### src/rtl/sharer_dir_pkg.sv
package sharer_dir_pkg;
    localparam int LINE_OFS = 6;

    typedef enum logic [1:0] {
        ST_IDLE       = 2'd0,
        ST_SEARCH     = 2'd1,
        ST_WAIT_SPACE = 2'd2
    } dir_state_t;
endpackage

### src/rtl/shadow_tag_array.sv
module shadow_tag_array #(
    parameter int ENTRIES = 64,
    parameter int TAG_W   = 26,
    localparam int IDX_W  = $clog2(ENTRIES)
) (
    input  logic               clk,
    input  logic               rst_n,
    input  logic               wr_en,
    input  logic [IDX_W-1:0]   wr_idx,
    input  logic [TAG_W-1:0]   wr_tag,
    input  logic               clr_en,
    input  logic [IDX_W-1:0]   clr_idx,
    input  logic [TAG_W-1:0]   cmp_tag,
    output logic [ENTRIES-1:0] hit_vec
);
    logic [ENTRIES-1:0] vld;
    logic [TAG_W-1:0]   tag [ENTRIES];

    for (genvar e = 0; e < ENTRIES; e++) begin : g_slot
        always_ff @(posedge clk) begin
            if (!rst_n) begin
                vld[e] <= 1'b0;
            end else if (wr_en && wr_idx == IDX_W'(e)) begin
                vld[e] <= 1'b1;
            end else if (clr_en && clr_idx == IDX_W'(e)) begin
                vld[e] <= 1'b0;
            end
        end

        always_ff @(posedge clk) begin
            if (wr_en && wr_idx == IDX_W'(e)) begin
                tag[e] <= wr_tag;
            end
        end

        assign hit_vec[e] = vld[e] && (tag[e] == cmp_tag);
    end


    no_wr_clr_chk: assert property (@(posedge clk) disable iff (!rst_n)
        !(wr_en && clr_en));


    fill_done_chk: assert property (@(posedge clk) disable iff (!rst_n)
        wr_en |=> vld[$past(wr_idx)]);


    clr_done_chk: assert property (@(posedge clk) disable iff (!rst_n)
        clr_en |=> !vld[$past(clr_idx)]);
endmodule

### src/rtl/first_hit.sv
module first_hit #(
    parameter int N      = 64,
    localparam int IDX_W = $clog2(N)
) (
    input  logic [N-1:0]     vec,
    output logic             found,
    output logic [IDX_W-1:0] idx
);
    always_comb begin
        found = 1'b0;
        idx   = '0;
        for (int i = N - 1; i >= 0; i--) begin
            if (vec[i]) begin
                found = 1'b1;
                idx   = IDX_W'(i);
            end
        end
    end
endmodule

### src/rtl/inv_fifo.sv
module inv_fifo #(
    parameter int W      = 6,
    parameter int DEPTH  = 4,
    localparam int PTR_W = $clog2(DEPTH),
    localparam int CNT_W = $clog2(DEPTH + 1)
) (
    input  logic         clk,
    input  logic         rst_n,
    input  logic         push,
    input  logic [W-1:0] push_data,
    input  logic         pop,
    output logic [W-1:0] head,
    output logic         empty,
    output logic         full
);
    logic [W-1:0]     mem [DEPTH];
    logic [PTR_W-1:0] wp, rp;
    logic [CNT_W-1:0] cnt;
    logic             do_push, do_pop;

    assign empty   = (cnt == '0);
    assign full    = (cnt == CNT_W'(DEPTH));
    assign do_push = push && !full;
    assign do_pop  = pop && !empty;
    assign head    = mem[rp];

    always_ff @(posedge clk) begin
        if (!rst_n) begin
            wp  <= '0;
            rp  <= '0;
            cnt <= '0;
        end else begin
            if (do_push) wp <= wp + 1'b1;
            if (do_pop)  rp <= rp + 1'b1;
            cnt <= cnt + CNT_W'(do_push) - CNT_W'(do_pop);
        end
    end

    always_ff @(posedge clk) begin
        if (do_push) mem[wp] <= push_data;
    end


    no_overflow_chk: assert property (@(posedge clk) disable iff (!rst_n)
        !(push && full));


    no_underflow_chk: assert property (@(posedge clk) disable iff (!rst_n)
        !(pop && empty));
endmodule

### src/rtl/sharer_dir.sv
module sharer_dir
    import sharer_dir_pkg::*;
#(
    parameter int NUM_L1    = 4,
    parameter int L1_SETS   = 8,
    parameter int L1_WAYS   = 2,
    parameter int ADDR_W    = 32,
    parameter int BANK_BITS = 2,
    parameter int BANK_ID   = 1,
    parameter int INV_DEPTH = 4,
    localparam int CID_W    = $clog2(NUM_L1),
    localparam int SET_W    = $clog2(L1_SETS),
    localparam int WAY_W    = $clog2(L1_WAYS)
) (
    input  logic              clk,
    input  logic              rst_n,
    input  logic              req_valid,
    output logic              req_ready,
    input  logic              req_store,
    input  logic [CID_W-1:0]  req_cid,
    input  logic [ADDR_W-1:0] req_addr,
    input  logic [SET_W-1:0]  req_set,
    input  logic [WAY_W-1:0]  req_way,
    output logic              bank_err,
    output logic              inv_valid,
    input  logic              inv_ready,
    output logic [CID_W-1:0]  inv_cid,
    output logic [SET_W-1:0]  inv_set,
    output logic [WAY_W-1:0]  inv_way
);
    localparam int TAG_W   = ADDR_W - LINE_OFS;
    localparam int ENTRIES = NUM_L1 * L1_SETS * L1_WAYS;
    localparam int IDX_W   = CID_W + SET_W + WAY_W;

    dir_state_t state, state_nx;

    logic [TAG_W-1:0]   req_line, search_line;
    logic               in_bank, accept, start_store, fill_en;
    logic [ENTRIES-1:0] hit_vec;
    logic               found;
    logic [IDX_W-1:0]   pick_idx;
    logic               push, clr;
    logic               q_empty, q_full;
    logic [IDX_W-1:0]   q_head;

    assign req_line    = req_addr[ADDR_W-1:LINE_OFS];
    assign in_bank     = (req_line[BANK_BITS-1:0] == BANK_ID[BANK_BITS-1:0]);
    assign accept      = req_valid && req_ready;
    assign start_store = accept && req_store && in_bank;
    assign fill_en     = accept && !req_store && in_bank;

    shadow_tag_array #(.ENTRIES(ENTRIES), .TAG_W(TAG_W)) u_tags (
        .clk     (clk),
        .rst_n   (rst_n),
        .wr_en   (fill_en),
        .wr_idx  ({req_cid, req_set, req_way}),
        .wr_tag  (req_line),
        .clr_en  (clr),
        .clr_idx (pick_idx),
        .cmp_tag (search_line),
        .hit_vec (hit_vec)
    );

    first_hit #(.N(ENTRIES)) u_pick (
        .vec   (hit_vec),
        .found (found),
        .idx   (pick_idx)
    );

    inv_fifo #(.W(IDX_W), .DEPTH(INV_DEPTH)) u_q (
        .clk       (clk),
        .rst_n     (rst_n),
        .push      (push),
        .push_data (pick_idx),
        .pop       (inv_valid && inv_ready),
        .head      (q_head),
        .empty     (q_empty),
        .full      (q_full)
    );

    // state register
    always_ff @(posedge clk) begin
        if (!rst_n) state <= ST_IDLE;
        else        state <= state_nx;
    end

    // next state
    always_comb begin
        state_nx = state;
        unique case (state)
            ST_IDLE:       if (start_store) state_nx = ST_SEARCH;
            ST_SEARCH:     if (!found)      state_nx = ST_IDLE;
                           else if (q_full) state_nx = ST_WAIT_SPACE;
            ST_WAIT_SPACE: if (!q_full)     state_nx = ST_SEARCH;
            default:       state_nx = ST_IDLE;
        endcase
    end

    // outputs
    always_comb begin
        push      = 1'b0;
        clr       = 1'b0;
        req_ready = 1'b0;
        unique case (state)
            ST_IDLE:       req_ready = 1'b1;
            ST_SEARCH:     begin
                               push = found && !q_full;
                               clr  = found && !q_full;
                           end
            ST_WAIT_SPACE: ;
            default:       ;
        endcase
    end

    always_ff @(posedge clk) begin
        if (start_store) search_line <= req_line;
    end

    always_ff @(posedge clk) begin
        if (!rst_n) bank_err <= 1'b0;
        else        bank_err <= accept && !in_bank;
    end

    assign inv_valid = !q_empty;
    assign {inv_cid, inv_set, inv_way} = q_head;


    inv_hold_chk: assert property (@(posedge clk) disable iff (!rst_n)
        (inv_valid && !inv_ready) |=> (inv_valid && $stable({inv_cid, inv_set, inv_way})));


    store_busy_chk: assert property (@(posedge clk) disable iff (!rst_n)
        start_store |=> !req_ready);


    bank_err_src_chk: assert property (@(posedge clk) disable iff (!rst_n)
        bank_err |-> $past(req_valid && req_ready));


    stall_hold_chk: assert property (@(posedge clk) disable iff (!rst_n)
        (state == ST_WAIT_SPACE) |-> (!req_ready && inv_valid));
endmodule

### config.mk
export PLATFORM = sky130hd
export DESIGN_NAME = sharer_dir
export DESIGN_NICKNAME = d
export VERILOG_FILES = /design/src/rtl/sharer_dir_pkg.sv /design/src/rtl/shadow_tag_array.sv /design/src/rtl/first_hit.sv /design/src/rtl/inv_fifo.sv /design/src/rtl/sharer_dir.sv
export SDC_FILE = /design/constraint.sdc
export NUM_CORES = 2
export LEC_CHECK = 0
export BUFFER_PORTS_ARGS = -buffer_cell sky130_fd_sc_hd__buf_2
export CELL_PAD_IN_SITES_DETAIL_PLACEMENT = 0
export CELL_PAD_IN_SITES_GLOBAL_PLACEMENT = 2
export CORE_MARGIN = 4
export CORE_UTILIZATION = 31
export CTS_CLUSTER_SIZE = 14
export DETAILED_ROUTE_END_ITERATION = 10
export PLACE_DENSITY = 0.64
export SLEW_MARGIN = 20
export SYNTH_ARGS = -nofsm -noshare
export SYNTH_HDL_FRONTEND = slang
export SYNTH_HIERARCHICAL = 1
export SYNTH_SLANG_ARGS = --single-unit
### constraint.sdc
create_clock -name clk -period 6.29 [get_ports clk]
set_input_delay 0.3145 -clock clk [delete_from_list [all_inputs] [get_ports clk]]
set_output_delay 0.3145 -clock clk [all_outputs]
set_load 0.01 [all_outputs]
==> results.py <==
metrics = {
    "critical_path": {
        "cp_max_fo": 30,
        "crit_required_ns": 7.00,
        "ff2ff_setup_slack_ns": 0.60,
        "worstSetupPathType": "flip-flop to flip-flop",
        "arrival_ns": 6.40,
        "end_kind": "flip-flop",
        "start_kind": "flip-flop",
        "r2r_cells": 18,
        "r2r-start": "search_line[18]",
        "r2r-end": "u_tags/vld[31]",
    },
    "global_route": {
        "grt_max_degree": 43,
        "grt_pass1_wl_um": 362000,
        "overflow": 0,
        "grt_pass1_vias": 41800,
        "grt_usage_pct": 20.9,
        "antenna_found_initial": 38,
    },
    "flow_run": {
        "maxCapViolCount": 0,
    },
    "sta": {
        "rsz0062_at_grt": "no",
        "slew_headroom_pct": 26.5,
        "finalHoldViolCount": 0,
        "layout_min_cycle_time_ns": 5.69,
        "final.setup.tns_ns": 0,
        "tightest_slew_ns": 1.10,
        "setup_slack_ns": 0.602,
        "post-route-period-util_pct": 90.4,
        "finalSetupViolations": 0,
        "holdWs_ns": 0.0663,
        "fmax_mhz": 176,
        "slew_violations": 0,
        "skew_ns": 0.0342,
    },
    "clock_network": {
        "cts_setup_buffers": 0,
        "clk_pin_slew_ns": 0.06,
        "cts_tree": "done",
        "cts_resized": 0,
        "htree_num_levels": 4,
        "clk_path_buf_depth": 3,
        "cts_buffers": 195,
        "clkLatencyLatePin_ns": 0.84,
        "cts_hold_buffers": 7,
        "root_buffer": "clkbuf_16",
        "cts_num_sinks": 1790,
    },
    "outcome": {
        "status": "completed",
    },
    "synthesis": {
        "syn_inst": 4677,
        "synth-seq-cells": 1790,
        "avgSynthCellArea_um2": 16.2,
        "synth_warnings": 6,
        "synth_flop_cell": "edfxtp_1",
        "synthArstFlopShare_pct": 0,
        "synth_edf_count": 1714,
        "syn-num-nets": 4727,
        "synth_cell_type_count": 57,
        "synth-seq-area-share_pct": 70.0,
        "synth.cell_area_um2": 75700,
    },
    "drt": {
        "routed_wl_um": 268000,
        "drtIter0Drc": 4711,
        "num_vias": 42800,
        "wl_per_cell_um": 32.0,
        "drtAntennaViolNets": 0,
        "drc": 0,
        "drtPass1Iterations": 5,
        "viasPerCell": 5.10,
    },
    "power": {
        "powerDensity_nw_per_um2": 288,
        "total_power_mw": 25.3,
        "leakagePower_nw": 25.7,
        "peakVddDrop_mv": 0.287,
    },
    "finish": {
        "layout_commonest_cell": "edfxtp_1",
        "num-nets-final": 5061,
        "flow.area_growth_from_synthesis_pct": 16.1,
        "drive_above_1_share_pct": 14.2,
        "mostFrequentLayoutCells": "edfxtp_1 (1714), xnor2_1 (1666), nand4_1 (388), buf_4 (255), clkbuf_16 (198)",
        "fin_cells": 8386,
    },
    "worst_hold_path": {
        "hold_depth": 1,
        "hold_end": "u_tags/tag[1][113]",
        "worstHoldStart": "req_addr[15]",
        "hold_path_class": "input port to flip-flop",
    },
    "place": {
        "dp_cells": 8009,
        "dp_slack_ns": 0.831,
        "place_congestion": 0.811,
        "io_buffers": 45,
        "hpwlAfterDp_um": 142000,
    },
    "die": {
        "start_util_pct": 31.1,
        "die_area_um2": 252000,
        "ioPinCount": 52,
        "die_h_um": 502,
        "core_area_um2": 243000,
        "die_w_um": 502,
        "num_rows": 181,
    },
}
==> registers in the layout (all words and copies together) (netlist names), named ones only <==
name,flops
search_line,26
u_tags/tag,1664
u_q/cnt,3
bank_err,1
state,2
u_q/rp,2
u_q/mem,24
u_tags/vld,64
u_q/wp,2
==> cell type report <==
type | count | area (µm²)
multi-input cells | 2667 | 21300
well taps | 3202 | 4010
diodes | 6 | 15.0
clock buffers | 267 | 5330
fillers | 23100 | 155000
flip-flops and latches | 1790 | 53000
clock inverters | 97 | 937
repair buffers | 339 | 3250
inverters | 18 | 67.6
==> power breakdown <==
part           switching, mW  internal, mW
clock network           4.79          6.55
registers            0.00960          13.1
logic                  0.697         0.183
==> logic make-up after synthesis <==
family / Yosys count / synth area share [%]
AO/OA/AOI/OAI: 181 / 1.72
XOR/XNOR: 1666 / 19.3
AND/OR/NAND/NOR: 805 / 6.62
adder cells (fa/ha/maj): 7 / 0.126
multiplexers: 8 / 0.205
flip-flops: 1790 / 70.0
buffers and inverters: 220 / 2.11
==> worst max-delay path, cell delays in order (launching register included) <==
cell and delay [ns]:
edfxtp_1 0.44, buf_12 0.37, xnor2_1 0.19, nand4_1 0.13
or4_1 0.61, nor4_1 0.38, buf_4 0.21, nor2_1 0.05
o311ai_1 0.53, a311oi_1 0.19, o311ai_1 0.71, a41oi_1 0.27
a21oi_1 0.28, buf_4 0.18, buf_4 0.18, nand4_1 0.15
buf_4 0.23, o21a_1 0.19, o21a_1 0.16
==> metal layers <==
layer  GRT usage (%)  share of wire (%)
met5               0                  0
met4            4.50                1.9
met3            2.80                5.9
met2            34.7                 48
met1            29.2                 44
==> synthesized netlist by cell type (3+ instances only) <==
| library cell | count | share of area (%) |
|---|---|---|
| a21oi_1 | 14 | 0.093 |
| and2_1 | 6 | 0.050 |
| and3_1 | 3 | 0.025 |
| buf_2 | 83 | 0.55 |
| buf_4 | 24 | 0.24 |
| buf_6 | 77 | 1.1 |
| clkbuf_1 | 17 | 0.084 |
| dfxtp_1 | 76 | 2.0 |
| edfxtp_1 | 1714 | 68 |
| ha_1 | 6 | 0.099 |
| inv_1 | 18 | 0.089 |
| mux4_2 | 6 | 0.18 |
| nand2_1 | 34 | 0.17 |
| nand3_1 | 82 | 0.54 |
| nand3b_1 | 5 | 0.050 |
| nand4_1 | 388 | 3.2 |
| nor2_1 | 100 | 0.50 |
| nor2b_1 | 16 | 0.13 |
| nor3_1 | 11 | 0.073 |
| nor4_1 | 32 | 0.26 |
| nor4_2 | 47 | 0.78 |
| o21a_1 | 130 | 1.3 |
| o21ai_0 | 11 | 0.073 |
| o21ai_1 | 4 | 0.026 |
| or4_1 | 65 | 0.64 |
| or4_4 | 3 | 0.045 |
| xnor2_1 | 1666 | 19 |
==> stage by stage <==
stage               utilization (%)  area [µm²]
floorplan                         -       75700
global placement               33.5       81600
detailed placement             33.5       81600
CTS                            36.1       87900
global route                   36.2       87900
finish                         36.2       87900
==> worst max-delay path by stage <==
stage	startpoint	to	depth (start not counted)
after global routing	search_line[18]	u_q/cnt[2]	24
after CTS	search_line[18]	u_tags/vld[31]	18
after detailed placement	search_line[25]	u_tags/vld[47]	18
after global placement	search_line[18]	u_q/cnt[2]	24
after floorplan	search_line[15]	u_q/cnt[2]	24
final	search_line[18]	u_tags/vld[31]	18
(Power assumes the default switching activity.)
